## src/rtl/nid_pkg.sv

```systemverilog
package nid_pkg;
    localparam int DW    = 8;
    localparam int AW    = 3;
    localparam int NREG  = 6;
    localparam int NFLAG = 2;

    localparam int FLAG_NXT  = 0;
    localparam int FLAG_TENT = 1;

    typedef enum logic [AW-1:0] {
        SA_NODE = 3'd0,
        SA_TENT = 3'd1,
        SA_NEXT = 3'd2,
        SA_MASK = 3'd3,
        SA_CTRL = 3'd4,
        SA_STAT = 3'd5
    } sub_addr_e;
endpackage

```

## src/rtl/nid_addr_dec.sv

```systemverilog
module nid_addr_dec #(
    parameter int AW   = 3,
    parameter int NREG = 6
) (
    input  logic            host_wr,
    input  logic            host_rd,
    input  logic [AW-1:0]   host_addr,
    output logic [NREG-1:0] wr_hit,
    output logic [NREG-1:0] rd_hit
);
    for (genvar i = 0; i < NREG; i++) begin : g_dec
        assign wr_hit[i] = host_wr && (host_addr == AW'(i));
        assign rd_hit[i] = host_rd && (host_addr == AW'(i));
    end
endmodule

```

## src/rtl/nid_flag_unit.sv

```systemverilog
module nid_flag_unit #(
    parameter int             N      = 2,
    parameter logic [N-1:0]   SW_CLR = '1
) (
    input  logic         clk,
    input  logic         rst_n,
    input  logic         sw_reset,
    input  logic [N-1:0] set_i,
    input  logic [N-1:0] clr_i,
    input  logic [N-1:0] mask_d_i,
    output logic [N-1:0] flag_q_o,
    output logic         irq_q_o
);
    typedef struct packed {
        logic [N-1:0] flag;
        logic         irq;
    } fstate_t;

    fstate_t st_d, st_q;

    always_comb begin
        st_d = st_q;
        for (int i = 0; i < N; i++) begin
            if (set_i[i]) begin
                st_d.flag[i] = 1'b1;
            end else if (clr_i[i]) begin
                st_d.flag[i] = 1'b0;
            end
            if (sw_reset && SW_CLR[i]) begin
                st_d.flag[i] = 1'b0;
            end
        end
        st_d.irq = |(st_d.flag & mask_d_i);
    end

    always_ff @(posedge clk or negedge rst_n) begin
        if (!rst_n) begin
            st_q <= '0;
        end else begin
            st_q <= st_d;
        end
    end

    assign flag_q_o = st_q.flag;
    assign irq_q_o  = st_q.irq;
endmodule

```

## src/rtl/node_id_regbank.sv

```systemverilog
module node_id_regbank
    import nid_pkg::*;
(
    input  logic          clk,
    input  logic          rst_n,
    input  logic          sw_reset,
    input  logic          host_wr,
    input  logic          host_rd,
    input  logic [AW-1:0] host_addr,
    input  logic [DW-1:0] host_wdata,
    output logic [DW-1:0] host_rdata,
    input  logic          seq_nxt_vld,
    input  logic [DW-1:0] seq_nxt_id,
    input  logic          rx_src_vld,
    input  logic [DW-1:0] rx_src_id,
    output logic          core_awake,
    output logic          tx_active,
    output logic          rx_enable,
    output logic          irq
);
    localparam logic [NFLAG-1:0] SW_CLR_FLAGS = NFLAG'(1) << FLAG_NXT;

    typedef struct packed {
        logic [DW-1:0]    node_id;
        logic [DW-1:0]    tent_id;
        logic [DW-1:0]    next_id;
        logic [NFLAG-1:0] mask;
        logic             tx_en;
    } regs_t;

    regs_t st_d, st_q;

    logic [NREG-1:0]  wr_hit;
    logic [NREG-1:0]  rd_hit;
    logic [NFLAG-1:0] flag_set;
    logic [NFLAG-1:0] flag_clr;
    logic [NFLAG-1:0] flag_q;
    logic [DW-1:0]    next_id_q;
    logic [NFLAG-1:0] mask_q;

    nid_addr_dec #(.AW(AW), .NREG(NREG)) u_dec (
        .host_wr   (host_wr),
        .host_rd   (host_rd),
        .host_addr (host_addr),
        .wr_hit    (wr_hit),
        .rd_hit    (rd_hit)
    );

    always_comb begin
        st_d = st_q;
        if (wr_hit[SA_NODE]) st_d.node_id = host_wdata;
        if (wr_hit[SA_TENT]) st_d.tent_id = host_wdata;
        if (wr_hit[SA_MASK]) st_d.mask    = host_wdata[NFLAG-1:0];
        if (wr_hit[SA_CTRL]) st_d.tx_en   = host_wdata[0];
        if (sw_reset) begin
            st_d.next_id = '0;
        end else if (seq_nxt_vld) begin
            st_d.next_id = seq_nxt_id;
        end
    end

    always_ff @(posedge clk or negedge rst_n) begin
        if (!rst_n) begin
            st_q <= '0;
        end else begin
            st_q <= st_d;
        end
    end

    always_comb begin
        flag_set            = '0;
        flag_clr            = '0;
        flag_set[FLAG_NXT]  = seq_nxt_vld;
        flag_clr[FLAG_NXT]  = rd_hit[SA_NEXT];
        flag_set[FLAG_TENT] = rx_src_vld && (rx_src_id == st_q.tent_id);
        flag_clr[FLAG_TENT] = wr_hit[SA_TENT];
    end

    nid_flag_unit #(.N(NFLAG), .SW_CLR(SW_CLR_FLAGS)) u_flags (
        .clk      (clk),
        .rst_n    (rst_n),
        .sw_reset (sw_reset),
        .set_i    (flag_set),
        .clr_i    (flag_clr),
        .mask_d_i (st_d.mask),
        .flag_q_o (flag_q),
        .irq_q_o  (irq)
    );

    always_comb begin
        host_rdata = '0;
        if (host_rd) begin
            unique case (host_addr)
                SA_NODE: host_rdata = st_q.node_id;
                SA_TENT: host_rdata = st_q.tent_id;
                SA_NEXT: host_rdata = st_q.next_id;
                SA_MASK: host_rdata = DW'(st_q.mask);
                SA_CTRL: host_rdata = DW'(st_q.tx_en);
                SA_STAT: host_rdata = DW'(flag_q);
                default: host_rdata = '0;
            endcase
        end
    end

    assign next_id_q  = st_q.next_id;
    assign mask_q     = st_q.mask;
    assign core_awake = |st_q.node_id;
    assign rx_enable  = core_awake;
    assign tx_active  = core_awake && st_q.tx_en;
endmodule

```

## config.mk

```make
export PLATFORM = sky130hd
export DESIGN_NAME = node_id_regbank
export DESIGN_NICKNAME = d
export VERILOG_FILES = /design/src/rtl/nid_pkg.sv /design/src/rtl/nid_addr_dec.sv /design/src/rtl/nid_flag_unit.sv /design/src/rtl/node_id_regbank.sv
export SDC_FILE = /design/constraint.sdc
export NUM_CORES = 1
export LEC_CHECK = 0
export BUFFER_PORTS_ARGS = -buffer_cell sky130_fd_sc_hd__buf_4
export CAP_MARGIN = 20
export CORE_UTILIZATION = 50
export CTS_CLUSTER_DIAMETER = 100
export DETAILED_ROUTE_END_ITERATION = 10
export PLACE_DENSITY = 0.81
export SYNTH_ARGS = -nofsm -noshare
export SYNTH_HDL_FRONTEND = slang
export SYNTH_HIERARCHICAL = 1
export SYNTH_SLANG_ARGS = --single-unit
```

## constraint.sdc

```tcl
create_clock -name clk -period 3.8 [get_ports clk]
set_input_delay 1.14 -clock clk [delete_from_list [all_inputs] [get_ports clk]]
set_output_delay 1.14 -clock clk [all_outputs]
set_load 0.1 [all_outputs]
```

# Word level (Yosys, flattened, before mapping)
# Index checks and enable logic that the tools add are counted.
dict set report totals {
  memories 0
  wordCells 35
  mem_bits_rw 0
  latch_bits 0
  regBits 30
  input_bits 34
  mem_bits_ro 0
}
dict set report classes {
  add_sub_neg 0
  n_div 0
  reduce_logical 11
  n_eq_ne 6
  n_shift 0
  n_mul 0
  muxes 10
  n_bitwise 1
  magnitude_cmp 0
}
# cell count
set ops {}
lappend ops {{8-bit case mux with 6 select lines} 1}
lappend ops {{8-bit two-way mux} 3}
lappend ops {{8-bit equality test} 1}
lappend ops {{8-bit OR reduction} 1}
lappend ops {{1-bit logical AND} 7}
lappend ops {{3-bit by 2-bit equality test with 1-bit output (second input constant)} 2}
lappend ops {{3-bit equality test (second input constant)} 2}
lappend ops {{1-bit two-way mux} 5}
lappend ops {{3-bit by 1-bit equality test with 1-bit output (second input constant)} 1}
lappend ops {{3-bit zero test} 1}
lappend ops {{2-bit bitwise AND} 1}
lappend ops {{2-bit two-way mux} 1}
lappend ops {{2-bit nonzero test} 1}
lappend ops {{2-bit OR reduction} 1}

# Logic depth before layout (Yosys ltp)
# Gate-level depths: netlist of run 1.
dict set report logic_depth {
  word_depth 7
  mapped_depth 5
}

# Cells and area by module
# The synthesis of run 1 kept the hierarchy.
# module cells_per_inst instances area_per_inst_um2
set modules_own_cells {}
lappend modules_own_cells {node_id_regbank 120 1 1431.4}
lappend modules_own_cells {nid_addr_dec 15 1 160.2}
lappend modules_own_cells {nid_flag_unit 9 1 128.9}

# Worst setup path after synthesis of run 1
# Ideal clock, no wire load.
dict set report synth_path {
  path_kind {input -> output}
  startpoint {in host_addr[0]}
  endpoint {out host_rdata[1]}
  setup_slack_ps -310
  arrival_ps 2970
  t_required_ps 2660
  stages 4
  cell_sequence {clkbuf_1 nor2_1 a22oi_2 a21boi_1}
}
dict set report synth_via {
  elab_chain_cells 3
  word_cells_on_any_way 8
}
# item line_no
set synth_lines {}
lappend synth_lines {{from (decl)} node_id_regbank.sv:9} ;# input logic [AW-1:0] host_addr,
lappend synth_lines {{3-bit equality test, or another cell as far along} -}
lappend synth_lines {{8-bit case mux with 6 select lines (*)} node_id_regbank.sv:93} ;# unique case (host_addr)
lappend synth_lines {{8-bit two-way mux (*)} node_id_regbank.sv:92} ;# if (host_rd) begin
lappend synth_lines {{to (decl)} node_id_regbank.sv:11} ;# output logic [DW-1:0] host_rdata,
# Mark *: on every way between the ends. The rest lies on a longest branch, timed or not.

# Worst setup path in the final report of run 1
# Ends and elaborated chain as after synthesis.

==> flow_summary.ini, run 1 <==
[outcome]
status = finished clean

[worst_setup_path]
crit_top_cell = buf_4
critPathArrivalTime_ns = 2.37
worstPathMaxFanout = 16
slowest_stage = nor2b_1
slowest_delay_ns = 0.45
crit_path_cell_trace = buf_4 > nor2b_1 > a22oi_2 > a21boi_2 > buf_4
critPathLaunchType = input port
required_ns = 2.66
reg2reg_depth = 5
path_class = in2out
cp-end-kind = primary output

[sta]
rsz0062_at_grt = no
worst_clock_skew_ns = 0.006186
fmax_ghz = 0.2846
min_period_ns = 3.513
slew_headroom_pct = 41.30
whs_ns = 0.5202
timing_hold_violations_final = 0
tns_ns = 0
worst_pin_slew_ns = 0.8782
timing.final.max_slew_violations = 0
setup_viol = 0
fin_crit_sh_pct = 92.46

[pwr]
power.total_mw = 1.027
power.density_nw_per_um2 = 495.1
ir_drop_mv = 0.3584
p_leak_nw = 0.9732

[routing]
viasPerCell = 5.527
drc = 0
wl_per_cell_um = 16.33
drt_iter0_markers = 33
totalWireLength_um = 3625
postRouteAntennaNets = 0
dr.pass1.iters = 4
vias = 1227

[final_layout]
drive_gt1_share_pct = 46.07
antenna_cells = 0
nNetsFinal = 211
final_cell_mix = buf_4, dfrtp_1, mux2_2
fill_cells = 249
layout_commonest_cell = buf_4
synthToLayoutAreaGrowth_pct = 26.59

[clock_network]
ctsResizeCount = 0
clk_pin_slew_ns = 0.09
clock_path_buffers = 2
hold_buffers = 0
post-cts-setup-buffers = 0
cts_tree = built
cts_buffers = 5
htreeDepth = 2
numClockSinks = 30
clk_latency_ns = 0.35
root_buffer = clkbuf_4

[global_route]
grt.overflow.total = 0
grt_pass1_wl_um = 5816
grt_max_degree = 31
grt_antenna_before_repair = 0
track_usage_pct = 23.44
first_global_vias = 1275

[synthesis]
synth-warning-count = 6
synthesis.area_um2 = 1638
syn_nets = 171
avgSynthCellArea_um2 = 11.95
netlist_instances = 137

[flow_run]
max_cap_violations = 0

[floorplanning]
die_height_um = 59.24
dieArea_um2 = 3509
die_w_um = 59.24
core_area_um2 = 3078
initial_core_util_pct = 53.21
boundaryPins = 46
rows = 20

[placement]
dp_hpwl_um = 2637
port_buffers = 45
gp_congestion = 0.7625

[min_path]
hold_class = reg2reg
hold_depth = 1
==> per-layer routing <==
metal  part of all wire [%]  routed length (um)  global-route usage (%)
met5                      0                   0                       0
met2                     53                1920                   42.54
met1                     40                1437                   25.28
met3                    5.8                 212                   7.642
met4                    1.5                  55                   8.163
==> where the power goes <==
group          internal [mW]  switching, mW  leakage, nW
logic                  0.121          0.148        0.541
clock network          0.223          0.118       0.0585
registers              0.372         0.0450        0.374
==> area by class of cell <==
| type | count | area [um^2] | area share, % |
|---|---|---|---|
| clock buffer | 6 | 51.30 | 2.474 |
| clock inverter | 2 | 60.06 | 2.897 |
| inverter | 2 | 7.507 | 0.3621 |
| multi-input combinational | 93 | 810.8 | 39.11 |
| sequential | 30 | 750.7 | 36.21 |
| tap | 44 | 55.05 | 2.655 |
| timing repair buffer | 45 | 337.8 | 16.29 |
==> flip-flops by register name, indices dropped and copies added (netlist names) <==
| signal | count |
|---|---|
| st_q | 17 |
| next_id_q | 8 |
| mask_q | 2 |
| u_flags/flag_q_o | 2 |
| u_flags/irq_q_o | 1 |
==> worst max-delay path: cells and delay by family <==
family,cells,cell delay (ns)
AOI/OAI and AO/OA,2,0.31
and+or+nand+nor,1,0.45
buffers and inverters,2,0.47
==> through the flow <==
stage	std cells	area [um^2]	util [%]	worst slack (ns)
detailed placement	214	1962	63.74	0.2862
global route	222	2073	67.36	0.1400
CTS	222	2073	67.36	0.2845
floorplan	137	1642	-	-0.09234
finish	222	2073	67.36	0.2866
global placement	214	1962	63.74	0.3625
==> worst paths after layout <==
check                                          from                  end  slack [ns]
max in group asynchronous                     rst_n             st_q[18]        2.81
worst max register to register             st_q[18]      u_flags/irq_q_o        2.52
worst min-delay path            u_flags/flag_q_o[1]  u_flags/flag_q_o[1]        0.52
min in group asynchronous                     rst_n            mask_q[1]        0.71
worst min register to register  u_flags/flag_q_o[1]  u_flags/flag_q_o[1]        0.52
worst max-delay path                   host_addr[0]        host_rdata[1]        0.29
Note: power is estimated with default switching activity, not from simulation.
==> inputs of run 2 (changes only) <==
--- a/config.mk
+++ b/config.mk
@@ -11,6 +11,7 @@
 export CTS_CLUSTER_DIAMETER = 100
 export DETAILED_ROUTE_END_ITERATION = 10
 export PLACE_DENSITY = 0.81
+export RECOVER_POWER = 50
 export SYNTH_ARGS = -nofsm -noshare
 export SYNTH_HDL_FRONTEND = slang
 export SYNTH_HIERARCHICAL = 1
==> constraint.sdc (replaced) <==
create_clock -name clk -period 3.33 [get_ports clk]
set_input_delay 0.999 -clock clk [delete_from_list [all_inputs] [get_ports clk]]
set_output_delay 0.999 -clock clk [all_outputs]
set_load 0.1 [all_outputs]
==> run 2 against run 1 <==
The run now ends with max-capacitance violations, max-slew violations left. Global-route usage decreased by 1.5 points. Via count decreased by 2.7%. Cell count increased by 0.90%. Flip-flop and latch count unchanged. Highest routed layer unchanged.
==> flow_summary.ini, run 2 (synthesis results as in run 1) <==
[outcome]
status = finished, violations left
failed_checks = max-capacitance violations, max-slew violations

[final_layout]
antenna_cells = 0
final_cell_mix = buf_4, dfrtp_1, mux2_2
drive_gt1_share_pct = 45.56
top_register = st_q
layout_commonest_cell = buf_4
largest_reg_flops = 17
stdcell_count = 224
synthToLayoutAreaGrowth_pct = 25.06
nNetsFinal = 213

[sta]
timing.final.max_slew_violations = 31
fin_crit_sh_pct = 92.51
fmax_ghz = 0.3246
rsz0062_at_grt = no
setup_viol = 0
fin_ws_ns = 0.2495
min_period_ns = 3.081
slew_headroom_pct = -4.374
worst_pin_slew_ns = 1.566
worst_clock_skew_ns = 0.003846
timing_hold_violations_final = 0
tns_ns = 0

[clock_network]
numClockSinks = 30
clk_latency_ns = 0.33
root_buffer = clkbuf_4
htreeDepth = 2
clock_path_buffers = 2
post-cts-setup-buffers = 0
cts_buffers = 5
hold_buffers = 0
cts_tree = built
ctsResizeCount = 0
clk_pin_slew_ns = 0.09

[worst_setup_path]
cp-end-kind = primary output
crit_family = buffers and inverters
crit_top_cell = buf_4
worstPathMaxFanout = 16
r2r-end = u_flags/irq_q_o
path_depth = 6
slowest_stage = buf_4
critPathLaunchType = input port
critPathArrivalTime_ns = 2.08
r2r_slack_ns = 2.10
slowest_delay_ns = 0.31
path_buf_inv = 3
r2r_start = st_q[17]
reg2reg_depth = 5
path_class = in2out
crit_path_cell_trace = buf_4 > nor2b_1 > buf_4 > a2bb2oi_1 > nor2_1 > buf_4
required_ns = 2.33

[routing]
vias = 1194
totalWireLength_um = 3450
drc = 0
viasPerCell = 5.330
drt_iter0_markers = 34
postRouteAntennaNets = 0
dr.pass1.iters = 2
wl_per_cell_um = 15.40

[floorplanning]
dieArea_um2 = 3509
boundaryPins = 46
die_w_um = 59.24
die_height_um = 59.24
core_area_um2 = 3078
initial_core_util_pct = 53.21
rows = 20

[global_route]
grt_pass1_wl_um = 5540
grt_max_degree = 31
grtUsageMet3_pct = 6.769
grt_util_met2_pct = 36.44
first_global_vias = 1172
use_met1_pct = 27.27
track_usage_pct = 21.99
grt_antenna_before_repair = 0
grt.busiest_layer = met2
grt.overflow.total = 0

[min_path]
hold_path_end = u_flags/flag_q_o[1]
hold_depth = 1
hold_path_startpoint = u_flags/flag_q_o[1]
hold_class = reg2reg

[placement]
port_buffers = 45
dp_hpwl_um = 2599
place_inst = 216
gp_congestion = 0.7797
dp_slack_ns = 0.2772

[pwr]
ir_drop_mv = 0.3301
power.density_nw_per_um2 = 509.7
p_leak_nw = 0.9626

[flow_run]
max_cap_violations = 1
==> run 2: cell types whose count changed in the layout (fill, tap and decap cells not counted) <==
| cell | delta |
|---|---|
| bufinv_16 | -2 |
| clkbuf_1 | +2 |
| clkbuf_8 | +2 |
==> run 2: how the worst max path moves through the flow <==
stage	from	end
detailed placement	host_addr[0]	host_rdata[3]
global route	host_addr[0]	host_rdata[3]
floorplan	host_addr[1]	host_rdata[2]
global placement	host_addr[0]	host_rdata[3]
CTS	host_addr[0]	host_rdata[3]
finish	host_addr[0]	host_rdata[4]
==> run 2: power by group <==
part           switching (mW)  internal [mW]
Combinational           0.168          0.138
Sequential             0.0506          0.425
Clock                   0.119          0.144
==> run 2: through the flow <==
step | hold slack [ns] | power, mW | utilization [%] | area, um^2
floorplan | 0.4705 | 0.6974 | - | 1642
detailed placement | 0.4983 | 0.7887 | 64.23 | 1977
finish | 0.5174 | 1.044 | 66.54 | 2048
global placement | 0.4975 | 0.7781 | 64.23 | 1977
global route | 0.5320 | 1.097 | 66.54 | 2048
CTS | 0.5176 | 1.056 | 66.79 | 2056
==> run 2: area by class of cell <==
cell class,instances,area [um^2]
clock buffer,8,78.83
fill,260,1030
inverter,2,7.507
multi-input combinational,93,810.8
sequential,30,750.7
tap,44,55.05
timing repair buffer,47,345.3
==> run 2: layer usage <==
metal / wire length, um / part of all wire [%]
met5: 0 / 0
met4: 44 / 1.3
met3: 168 / 4.9
met2: 1706 / 49
met1: 1531 / 44
==> run 2: worst register-to-register path: cells and delay by family (launching register included) <==
family | cells | cell delay, ns
flip-flops | 1 | 0.42
AO/OA/AOI/OAI | 2 | 0.26
XOR/XNOR | 1 | 0.20
AND/OR/NAND/NOR | 2 | 0.30
==> inputs of run 3 (changes only) <==
--- a/config.mk
+++ b/config.mk
@@ -5,6 +5,7 @@
 export SDC_FILE = /design/constraint.sdc
 export NUM_CORES = 1
 export LEC_CHECK = 0
+export ABC_AREA = 1
 export BUFFER_PORTS_ARGS = -buffer_cell sky130_fd_sc_hd__buf_4
 export CAP_MARGIN = 20
 export CORE_UTILIZATION = 50
==> run 3 against run 2 <==
The flow still finishes with violations (max-capacitance violations, max-slew violations). Flip-flop and latch count unchanged. Fmax decreased by 0.49%. Register-to-register slack about the same. Critical path depth increased by 1. Area after synthesis increased by 3.7%. Largest power group unchanged. Highest routed layer unchanged.
==> flow_summary.ini, run 3 <==
[pwr]
power.density_nw_per_um2 = 521.9
p_sw_uw = 362.8
intPower_uw = 772.2
pwr-share-comb_pct = 26.0
p_seq_share_pct = 40.7
p_leak_nw = 1.132
power.total_mw = 1.135
netSwitchingFraction_pct = 31.96
ir_drop_mv = 0.3059
p_clk_share_pct = 33.4

[routing]
vias = 1599
viasPerCell = 4.905
drc = 0
totalWireLength_um = 3629
drt_iter0_markers = 76
wl_per_cell_um = 11.13
dr.pass1.iters = 4
postRouteAntennaNets = 0

[worst_setup_path]
required_ns = 2.33
cp-end-kind = primary output
reg2reg_depth = 8
critPathLaunchType = input port
r2r_slack_ns = 2.10
r2r-end = u_flags/irq_q_o
path_class = in2out
worstPathMaxFanout = 14
r2r_start = st_q[17]
critPathArrivalTime_ns = 2.10

[final_layout]
nNetsFinal = 315
synthToLayoutAreaGrowth_pct = 27.98
fin_util_pct = 69.52
antenna_cells = 0
layout_commonest_cell = nand2_1
stdcell_count = 326
drive_gt1_share_pct = 23.40
final_cell_mix = nand2_1, inv_1, buf_4
top_register = st_q
largest_reg_flops = 17

[clock_network]
cts_tree = built
clk_pin_slew_ns = 0.08
post-cts-setup-buffers = 0
ctsResizeCount = 0
clk_latency_ns = 0.33
clock_path_buffers = 2
htreeDepth = 2
numClockSinks = 30
hold_buffers = 0
cts_buffers = 5
root_buffer = clkbuf_4

[min_path]
hold_path_end = mask_q[1]
hold_class = reg2reg
hold_depth = 1
hold_path_startpoint = mask_q[1]

[sta]
min_period_ns = 3.096
worst_pin_slew_ns = 1.572
timing_hold_violations_final = 0
fin_crit_sh_pct = 92.96
slew_headroom_pct = -4.832
rsz0062_at_grt = no
fmax_ghz = 0.3230
timing.final.max_slew_violations = 31
setup_viol = 0
worst_clock_skew_ns = 0.01063

[floorplanning]
die_height_um = 60.30
die_w_um = 60.30
initial_core_util_pct = 54.32
core_area_um2 = 3128
boundaryPins = 46
dieArea_um2 = 3635
rows = 20

[global_route]
track_usage_pct = 24.22
grt_antenna_before_repair = 0
grt_pass1_wl_um = 6313
first_global_vias = 1463
grt_max_degree = 31
grt.overflow.total = 0

[placement]
port_buffers = 45
place_inst = 318
dp_hpwl_um = 2828
gp_congestion = 0.8821

[synthesis]
synthesis.area_um2 = 1699
syn_nets = 268
synth-warning-count = 6
avgSynthCellArea_um2 = 7.261
netlist_instances = 234

[outcome]
failed_checks = max-capacitance violations, max-slew violations
status = finished, violations left

[flow_run]
max_cap_violations = 1
==> run 3: cell count changes in the layout (fill, tap and decap cells not counted), moves of 3 or more <==
| cell | delta |
|---|---|
| a2bb2oi_1 | -6 |
| and4bb_2 | -3 |
| inv_1 | +44 |
| mux2_2 | -16 |
| mux2i_1 | -16 |
| nand2_1 | +56 |
| nand3_1 | +23 |
| nand4_1 | +8 |
| o21ai_0 | +26 |
| xnor2_1 | -7 |
==> run 3: metal layers <==
metal  share of wire [%]  wire length (um)  vias to the layer above  GRT usage [%]
met3                 4.8               176                        2          6.710
met4                0.36                13                        0          7.309
met5                   0                 0                        -              0
li1                    -                 -                      830              -
met1                  47              1700                      726          31.84
met2                  48              1739                       41          38.78
==> run 3: through the flow <==
step	cell area, um^2	TNS (ns)	hold slack (ns)	setup WS, ns
final	2175	0	0.5476	0.2343
after floorplan	1704	-0.03264	0.5018	-0.03264
after detailed placement	2073	0	0.5292	0.2370
after CTS	2185	0	0.5476	0.2313
after global routing	2175	0	0.5657	0.1391
after global placement	2073	0	0.5261	0.2424
==> run 3: layout make-up <==
cell class,instances,area [um^2]
Tap cell,44,55.05
Clock buffer,6,51.30
Inverter,48,180.2
Sequential cell,30,750.7
Timing Repair Buffer,46,337.8
Clock inverter,2,60.06
Multi-Input combinational cell,150,739.5
Fill cell,273,953.4
==> run 3: power groups by stage <==
stage,clock [mW],sequential [mW],combinational (mW)
final,0.379,0.462,0.295
after global routing,0.409,0.468,0.325
after CTS,0.387,0.462,0.298
after detailed placement,0,0.470,0.296
after global placement,0,0.468,0.293
after floorplan,0,0.472,0.194
==> run 3: worst max path at each step <==
stage | start | endpoint | cells after the start
CTS | host_addr[0] | host_rdata[2] | 7
finish | host_addr[0] | host_rdata[2] | 7
global placement | host_addr[0] | host_rdata[2] | 7
floorplan | host_addr[0] | host_rdata[1] | 6
detailed placement | host_addr[0] | host_rdata[4] | 7
global route | host_addr[0] | host_rdata[2] | 8
==> run 3: critical path, cell delays in order <==
cell,delay (ns)
buf_4,0.17
nor3_2,0.34
nand2_1,0.09
nand3_1,0.11
nand2_1,0.06
inv_1,0.05
buf_4,0.28
